$ cat config.mk
export PLATFORM = sky130hd
export DESIGN_NAME = fcu_sched
export DESIGN_NICKNAME = d
export VERILOG_FILES = /design/src/rtl/fcu_pkg.sv /design/src/rtl/fcu_trig.sv /design/src/rtl/fcu_timer.sv /design/src/rtl/fcu_sched.sv
export SDC_FILE = /design/constraint.sdc
export NUM_CORES = 1
export LEC_CHECK = 0
export ABC_AREA = 1
export ABC_CLOCK_PERIOD_IN_PS = 6900
export BUFFER_PORTS_ARGS = -buffer_cell sky130_fd_sc_hd__buf_2
export CAP_MARGIN = 20
export CORE_ASPECT_RATIO = 1.5
export CORE_MARGIN = 8
export CORE_UTILIZATION = 50
export DETAILED_ROUTE_END_ITERATION = 16
export PLACE_DENSITY = 0.8
export SKIP_CTS_REPAIR_TIMING = 1
export SYNTH_ARGS = -nofsm -noshare
export SYNTH_HDL_FRONTEND = slang
export SYNTH_SLANG_ARGS = --single-unit
$ cat constraint.sdc
create_clock -name clk -period 6.9 [get_ports clk]
set_input_delay 0.69 -clock clk [delete_from_list [all_inputs] [get_ports clk]]
set_output_delay 0.69 -clock clk [all_outputs]
set_load 0.005 [all_outputs]
$ cat src/rtl/fcu_pkg.sv
package fcu_pkg;

    typedef enum logic [1:0] {
        ST_IDLE  = 2'd0,
        ST_INIT  = 2'd1,
        ST_ARMED = 2'd2,
        ST_PEND  = 2'd3
    } fcu_state_e;

    typedef struct packed {
        logic starve;
        logic resend;
        logic thresh;
    } fcu_trig_s;

endpackage

$ cat src/rtl/fcu_trig.sv
module fcu_trig
    import fcu_pkg::*;
#(
    parameter int CW = 8
) (
    input  logic [CW-1:0] cred_alloc,
    input  logic [CW-1:0] last_sent,
    input  logic [CW-1:0] cred_rcvd,
    input  logic [CW-1:0] buf_total,
    input  logic [CW-1:0] max_payload,
    input  logic          resend_due,
    output fcu_trig_s     trig
);
    localparam int EW = CW + 2;

    logic [CW-1:0] freed;
    logic [CW-1:0] held;
    logic [EW-1:0] freed_x4;
    logic [EW-1:0] total_ext;
    logic          any_freed;

    // modular differences
    always_comb begin
        freed     = cred_alloc - last_sent;
        held      = last_sent - cred_rcvd;
        freed_x4  = {freed, 2'b00};
        total_ext = {2'b00, buf_total};
        any_freed = (freed != '0);
    end

    always_comb begin
        trig.thresh = any_freed && (freed_x4 >= total_ext);
        trig.starve = any_freed && (held < max_payload);
        trig.resend = resend_due;
    end

endmodule

$ cat src/rtl/fcu_timer.sv
module fcu_timer #(
    parameter int LIMIT = 30
) (
    input  logic clk,
    input  logic rst_n,
    input  logic run,
    input  logic restart,
    input  logic tick,
    output logic due
);
    localparam int TW = (LIMIT < 2) ? 1 : $clog2(LIMIT + 1);
    localparam logic [TW-1:0] LIM = TW'(LIMIT);

    logic [TW-1:0] count_q;

    always_ff @(posedge clk) begin
        if (!rst_n) begin
            count_q <= '0;
        end else if (!run || restart) begin
            count_q <= '0;
        end else if (tick && (count_q != LIM)) begin
            count_q <= count_q + 1'b1;
        end
    end

    always_comb begin
        due = run && (count_q == LIM);
    end

endmodule

$ cat src/rtl/fcu_sched.sv
module fcu_sched
    import fcu_pkg::*;
#(
    parameter int CW        = 8,
    parameter int RESEND_US = 30
) (
    input  logic          clk,
    input  logic          rst_n,
    input  logic          link_up,
    input  logic [CW-1:0] cred_alloc,
    input  logic [CW-1:0] cred_rcvd,
    input  logic [CW-1:0] buf_total,
    input  logic [CW-1:0] max_payload,
    input  logic          us_tick,
    input  logic          tx_grant,
    output logic          upd_req,
    output logic          upd_hi_pri,
    output logic [CW-1:0] upd_credit
);
    fcu_state_e    state_q, state_d;
    fcu_trig_s     trig;
    logic [CW-1:0] last_sent_q;
    logic          resend_due;
    logic          requesting;
    logic          grant_take;
    logic          any_trig;
    logic          timer_run;

    always_comb begin
        requesting = (state_q == ST_INIT) || (state_q == ST_PEND);
        grant_take = requesting && tx_grant && link_up;
        any_trig   = trig.starve || trig.resend || trig.thresh;
        timer_run  = (state_q == ST_ARMED) || (state_q == ST_PEND);
    end

    fcu_timer #(
        .LIMIT (RESEND_US)
    ) u_timer (
        .clk     (clk),
        .rst_n   (rst_n),
        .run     (timer_run),
        .restart (grant_take),
        .tick    (us_tick),
        .due     (resend_due)
    );

    fcu_trig #(
        .CW (CW)
    ) u_trig (
        .cred_alloc  (cred_alloc),
        .last_sent   (last_sent_q),
        .cred_rcvd   (cred_rcvd),
        .buf_total   (buf_total),
        .max_payload (max_payload),
        .resend_due  (resend_due),
        .trig        (trig)
    );

    // state register
    always_ff @(posedge clk) begin
        if (!rst_n) begin
            state_q <= ST_IDLE;
        end else begin
            state_q <= state_d;
        end
    end

    // next state
    always_comb begin
        state_d = state_q;
        unique case (state_q)
            ST_IDLE:  if (link_up) state_d = ST_INIT;
            ST_INIT:  if (!link_up) state_d = ST_IDLE;
                      else if (tx_grant) state_d = ST_ARMED;
            ST_ARMED: if (!link_up) state_d = ST_IDLE;
                      else if (any_trig) state_d = ST_PEND;
            ST_PEND:  if (!link_up) state_d = ST_IDLE;
                      else if (tx_grant) state_d = ST_ARMED;
            default:  state_d = ST_IDLE;
        endcase
    end

    // last advertised value
    always_ff @(posedge clk) begin
        if (!rst_n) begin
            last_sent_q <= '0;
        end else if (state_q == ST_IDLE || grant_take) begin
            last_sent_q <= cred_alloc;
        end
    end

    // outputs
    always_comb begin
        upd_req    = requesting;
        upd_hi_pri = requesting && trig.thresh;
        upd_credit = cred_alloc;
    end

endmodule

==> metrics.yaml, run 1 <==
sta:
  worst_pin_slew_ns: 0.346
  tns_ns: 0
  relSlewSlack_pct: 76.7
  setup_viol: 0
  timing.fmax_mhz: 295
  skew_ns: 0.00648
  fin_crit_sh_pct: 49.2
  hold_viol_final: 0
  drv_slew: 0
  fin_crit_ns: 3.39
  grt_setup_unrepaired: "false"
worst_setup_path:
  slowest_delay_ns: 0.41
  critPathTopFamily: "adder cells"
  setup.worst_path.end_class: "primary output"
  slowest_stage: "fa_1"
  startpoint_type: "input port"
  cpMostUsedCell: "nand2_1"
  worstPathBufferInverterCount: 6
  cp.required_ns: 6.21
  path_class: "input port to primary output"
  crit_arrival_ns: 2.70
  path_cells: "buf_2, inv_1, ha_1, inv_1, fa_1, nand2_2, clkinv_1, nor2_1, ha_1, nand2_1, inv_1, nand2_1, nand2_1, nand2_1, nand2_1, a21oi_2, nor2_1, buf_2"
  worstPathMaxFanout: 3
layout:
  num_antenna_cells: 0
  final_cells: 372
  postLayoutCoreUtil_pct: 58.3
  final_nets: 398
  seq_area_um2: 300
  multiInputGateArea_um2: 1210
  drive_gt1_share_pct: 17.9
  finish.instance_area_um2: 2090
  nFillCells: 364
  synthToLayoutAreaGrowth_pct: 14.1
pwr:
  max-vdd-ir-drop_mv: 0.186
  power.density_nw_per_um2: 210
  power.leakage_nw: 1.23
  total_power_w: 0.000438
floorplanning:
  die_area_um2: 5890
  start_util_pct: 51.1
  core_um2: 3580
  rows: 27
  io_pins: 47
  die_x_um: 65.4
  die_h_um: 90.1
yosys:
  synth_cell_types: 27
  synthTopCellsByArea: "ha_1 (20%), dfxtp_1 (16%), inv_1 (13%), nand2_1 (13%), a21oi_1 (7.4%)"
  synth_seq_cells: 15
  synth_nets: 358
  netlist.area_leader.share_pct: 19.8
  yosysSeqAreaShare_pct: 16.4
  yosys_warnings: 0
  synth_top_area_cell: "ha_1"
  syn_inst: 290
  synth_area_um2: 1830
  syn_avg_cell_area_um2: 6.31
grt:
  grt_max_degree: 14
  antenna_found_initial: 0
  grt-ovfl-total: 0
  grt_pass1_vias: 1888
  grt_pass1_wl_um: 6890
  grtUsageTotal_pct: 13.8
clock_network:
  htree_num_levels: 1
  cts_tree: "done"
  clk_latency_ns: 0.25
  cts_root_buffer: "clkbuf_8"
  numClockSinks: 15
  numCtsBuffers: 3
  clkTransAtPathRegs_ns: 0.07
  clockBufferDepth: 2
worst_hold_path:
  hold_path_class: "flip-flop to flip-flop"
placement:
  hpwlAfterDp_um: 3420
  dpl-instance-area_um2: 2040
  dp_cells: 368
  gp_congestion: 0.820
  io_buffers: 46
drt:
  ant_nets: 0
  wl_per_cell_um: 10.5
  dr.pass1.iters: 5
  wl_um: 3910
  viasPerCell: 4.91
  drtIter0Drc: 48
  via_count: 1825
  drc_errors: 0
run:
  max-cap-violations: 0
run_status:
  outcome: "complete, no violations"
## routing by layer
metal	up-vias	global-route usage, %	share of wire [%]
met5	-	0	0
met4	0	7.86	4.0
met2	41	26.5	53
li1	989	-	-
met3	12	2.98	5.6
met1	783	12.3	37
## through the flow
stage          hold WS, ns  worst slack (ns)
3_5_place_dp         0.461              3.48
4_1_cts              0.473              3.50
2_1_floorplan        0.422              3.86
5_1_grt              0.510              3.28
3_3_place_gp         0.434              3.54
6_report             0.463              3.51
## synthesized netlist by cell type
cell type	instances
nor4_1	1
nor2_1	14
a31oi_1	1
ha_1	29
xnor2_1	3
clkbuf_2	1
a21oi_2	2
nand3_1	23
nand3_2	3
inv_1	64
fa_1	2
nand2_2	1
nor3b_1	1
nand4_1	3
nor2_2	1
xor2_1	5
a21oi_1	27
clkinv_1	1
inv_2	1
dfxtp_1	15
buf_4	8
clkbuf_1	2
nand2_1	62
o22ai_1	1
nor3_1	1
o21ai_0	17
or2_2	1
## final timing paths
check	from	endpoint	slack [ns]	cells past startpoint
worst max register to register	last_sent_q[2]	state_q[1]	4.17	18
worst min register to register	u_timer.count_q[3]	u_timer.count_q[3]	0.46	1
worst max-delay path	cred_alloc[0]	upd_hi_pri	3.51	18
worst min-delay path	u_timer.count_q[3]	u_timer.count_q[3]	0.46	1
## cells in the final DEF (no fill, tap or decap), types with 2 or more instances in the layout
cell | netlist | final
a21oi_2 | 2 | 2
inv_1 | 64 | 64
nor2_1 | 14 | 14
buf_2 | 0 | 46
fa_1 | 2 | 2
xor2_1 | 5 | 5
nand3_1 | 23 | 23
xnor2_1 | 3 | 3
a21oi_1 | 27 | 27
nand2_1 | 62 | 62
clkbuf_8 | 0 | 3
nand3_2 | 3 | 3
nand4_1 | 3 | 3
ha_1 | 29 | 29
o21ai_0 | 17 | 17
dfxtp_1 | 15 | 15
## logic make-up (layout without fill, tap and decap cells)
kind of cell,Yosys count,after routing,share of synthesized area [%]
buffers and inverters,77,116,17.5
XOR/XNOR,8,8,3.83
AO/OA/AOI/OAI,48,48,13.7
AND/OR/NAND/NOR,111,111,26.6
adder cells (fa/ha/maj),31,31,22.0
flip-flops,15,15,16.4
## flip-flops by register name (all words and copies together), names as in the netlist
name	cells
u_timer.count_q	5
last_sent_q	8
state_q	2
## where the power goes
part / internal (W) / switching, W / leakage (nW)
clock network: 0.0000400 / 0.0000336 / 0.0255
logic: 0.000106 / 0.000153 / 1.08
registers: 0.0000973 / 0.00000750 / 0.124
total: 0.000243 / 0.000195 / 1.23
## worst reg2reg max path, stage by stage, from the launching register on
cell     delay (ns)
dfxtp_1        0.32
ha_1           0.34
nand3_1        0.09
nand2_1        0.11
a21oi_1        0.07
o21ai_0        0.30
nand2_1        0.09
nand2_1        0.07
a21oi_1        0.06
xor2_1         0.14
ha_1           0.29
a21oi_1        0.12
o21ai_0        0.09
a21oi_1        0.17
nand2_1        0.09
nand3_2        0.11
nand3_1        0.07
nand2_1        0.06
nor2_1         0.04
## layout make-up
class / instances / area share [%]
Clock inverter: 1 / 0.240
Tap cell: 43 / 2.58
Multi-Input combinational cell: 198 / 57.9
Timing Repair Buffer: 46 / 11.0
Clock buffer: 3 / 1.98
Inverter: 66 / 11.9
Sequential cell: 15 / 14.4
No activity file was read; power rests on OpenSTA's default activity.
==> inputs of run 2 (changes only) <==
--- a/config.mk
+++ b/config.mk
@@ -6,7 +6,7 @@
 export NUM_CORES = 1
 export LEC_CHECK = 0
 export ABC_AREA = 1
-export ABC_CLOCK_PERIOD_IN_PS = 6900
+export ABC_CLOCK_PERIOD_IN_PS = 3600
 export BUFFER_PORTS_ARGS = -buffer_cell sky130_fd_sc_hd__buf_2
 export CAP_MARGIN = 20
 export CORE_ASPECT_RATIO = 1.5
==> constraint.sdc (replaced) <==
create_clock -name clk -period 3.6 [get_ports clk]
set_input_delay 0.36 -clock clk [delete_from_list [all_inputs] [get_ports clk]]
set_output_delay 0.36 -clock clk [all_outputs]
set_load 0.005 [all_outputs]
==> metrics.yaml, run 2 (same netlist as run 1, synthesis figures left out) <==
worst_hold_path:
  hold_path_class: "input port to flip-flop"
  worstHoldStart: "cred_alloc[7]"
  min_path_cells: 3  # +2
  whs_endpoint: "last_sent_q[7]"
worst_setup_path:
  rr_startpoint: "last_sent_q[2]"
  reg2reg_setup_slack_ns: 0.88  # -3.29 ns
  worstPathBufferInverterCount: 3  # -3
  startpoint_type: "flip-flop"
  crit_arrival_ns: 2.52  # -0.18 ns
  critPathTopFamily: "simple AND/OR/NAND/NOR gates"
  r2r-end: "state_q[0]"
  path_cells: "inv_1, ha_1, nand3_1, nand2_1, nand2_1, nand2_1, inv_1, ha_1, a21oi_1, nand2_1, nand2_1, nand2_1, a21oi_2, nor2_1, buf_2"
  slowest_stage: "ha_1"
  r2r_cells: 18  # unchanged
  slowest_delay_ns: 0.41  # about the same
  setup.worst_path.end_class: "primary output"
  worstPathMaxFanout: 7  # +4
  cpMostUsedCell: "nand2_1"
  path_class: "flip-flop to primary output"
  cp.required_ns: 3.24  # -2.97 ns
clock_network:
  cts_tree: "done"
  clk_latency_ns: 0.25  # about the same
  clkTransAtPathRegs_ns: 0.07  # about the same
  numClockSinks: 15  # unchanged
  htree_num_levels: 1  # unchanged
  numCtsBuffers: 3  # unchanged
  cts_root_buffer: "clkbuf_8"
  clockBufferDepth: 2  # unchanged
sta:
  hold_viol_final: 0  # unchanged
  fin_crit_ns: 2.88
  worst_pin_slew_ns: 0.310  # -0.0353 ns
  skew_ns: 0.00916  # +0.00269 ns
  setup_viol: 0  # unchanged
  drv_slew: 0  # unchanged
  timing.fmax_mhz: 348
  grt_setup_unrepaired: "false"
  fin_crit_sh_pct: 79.9
  tns_ns: 0  # unchanged
  relSlewSlack_pct: 79.1  # +2.4 points
floorplanning:
  io_pins: 47  # unchanged
  start_util_pct: 51.1  # unchanged
  die_area_um2: 5890  # unchanged
  rows: 27  # unchanged
  die_h_um: 90.1  # unchanged
  core_um2: 3580  # unchanged
  die_x_um: 65.4  # unchanged
drt:
  via_count: 1821  # -0.22%
  drc_errors: 0  # unchanged
  viasPerCell: 4.90  # -0.22%
  dr.pass1.iters: 4  # -1
  ant_nets: 0  # unchanged
  wl_met2_um: 2120  # +2.4%
  top_layer: "met4"
  wl_per_cell_um: 10.4  # -1.2%
  met3_length_um: 206  # -6.4%
  drtIter0Drc: 41  # -15%
  wl_um: 3860  # -1.2%
  met1_length_um: 1490  # +2.0%
layout:
  mostFrequentLayoutCell: "inv_1"
  drive_gt1_share_pct: 17.9  # unchanged
  mostFrequentLayoutCells: "inv_1 (64), nand2_1 (62), buf_2 (46)"
  num_antenna_cells: 0  # unchanged
  final_nets: 398  # unchanged
  final_cells: 372  # unchanged
  reg_top3: "last_sent_q: 8 flops, u_timer.count_q: 5 flops, state_q: 2 flops"
  synthToLayoutAreaGrowth_pct: 14.1  # unchanged
  largest_reg_flops: 8  # unchanged
  top_register: "last_sent_q"
grt:
  grt_max_degree: 14  # unchanged
  grtUsageTotal_pct: 13.1  # -0.72 points
  grt-ovfl-total: 0  # unchanged
  antenna_found_initial: 0  # unchanged
  grt_pass1_vias: 1766  # -6.5%
  grt_pass1_wl_um: 6490  # -5.8%
placement:
  dp_cells: 368  # unchanged
  hpwlAfterDp_um: 3330  # -2.6%
  io_buffers: 46  # unchanged
  gp_congestion: 0.812  # -0.94%
run:
  max-cap-violations: 0  # unchanged
pwr:
  power.leakage_nw: 1.23  # unchanged
  max-vdd-ir-drop_mv: 0.189  # +1.5%
  power.density_nw_per_um2: 400  # +91%
run_status:
  outcome: "complete, no violations"
run 2: cell counts in the layout (fill, tap and decap cells not counted):
No cell type changed its count.
run 2: power breakdown:
group          switching, W  total, W  internal, W
Combinational      0.000293  0.000495     0.000202
Sequential        0.0000143  0.000201     0.000187
Clock             0.0000624  0.000139    0.0000768
Total              0.000370  0.000835     0.000465
run 2: layout make-up:
cell class              instances  area (um^2)
flip-flops and latches         15          300
fillers                       383         1490
clock inverters                 1         5.00
multi-input cells             198         1210
clock buffers                   3         41.3
repair buffers                 46          230
inverters                      66          248
well taps                      43         53.8
run 2: metrics by stage:
| stage | setup WS [ns] | power [W] | hold slack [ns] | cell area [um^2] | utilization, % |
|---|---|---|---|---|---|
| 2_1_floorplan | 1.09 | 0.000596 | 0.422 | 1830 | - |
| 3_3_place_gp | 0.833 | 0.000687 | 0.433 | 2040 | 57.0 |
| 3_5_place_dp | 0.718 | 0.000700 | 0.446 | 2040 | 57.0 |
| 4_1_cts | 0.684 | 0.000845 | 0.368 | 2090 | 58.3 |
| 5_1_grt | 0.487 | 0.000931 | 0.423 | 2090 | 58.3 |
| 6_report | 0.725 | 0.000835 | 0.366 | 2090 | 58.3 |
run 2: worst register-to-register path, stage by stage (launching register included):
cell	delay, ns
dfxtp_1	0.31
ha_1	0.33
a21oi_1	0.14
nand2_1	0.09
a21oi_1	0.13
o21ai_0	0.14
nand2_1	0.09
nand2_1	0.05
a21oi_1	0.15
xor2_1	0.18
ha_1	0.26
a21oi_1	0.12
o21ai_0	0.09
a21oi_1	0.18
nand2_1	0.10
nand3_2	0.11
nand3_1	0.07
nand2_1	0.06
nor2_1	0.04
run 2: per-layer routing:
metal | up-vias | GRT usage [%]
li1 | 996 | -
met1 | 786 | 11.1
met2 | 34 | 27.0
met3 | 5 | 2.73
met4 | 0 | 4.57
met5 | - | 0
run 2: how the worst max path moves through the flow:
stage,from,end,cells after the start
6_report,last_sent_q[2],upd_hi_pri,15
4_1_cts,last_sent_q[2],upd_hi_pri,15
3_3_place_gp,cred_alloc[0],upd_hi_pri,18
5_1_grt,last_sent_q[2],upd_hi_pri,17
3_5_place_dp,cred_rcvd[2],state_q[0],20
2_1_floorplan,cred_rcvd[2],state_q[0],19
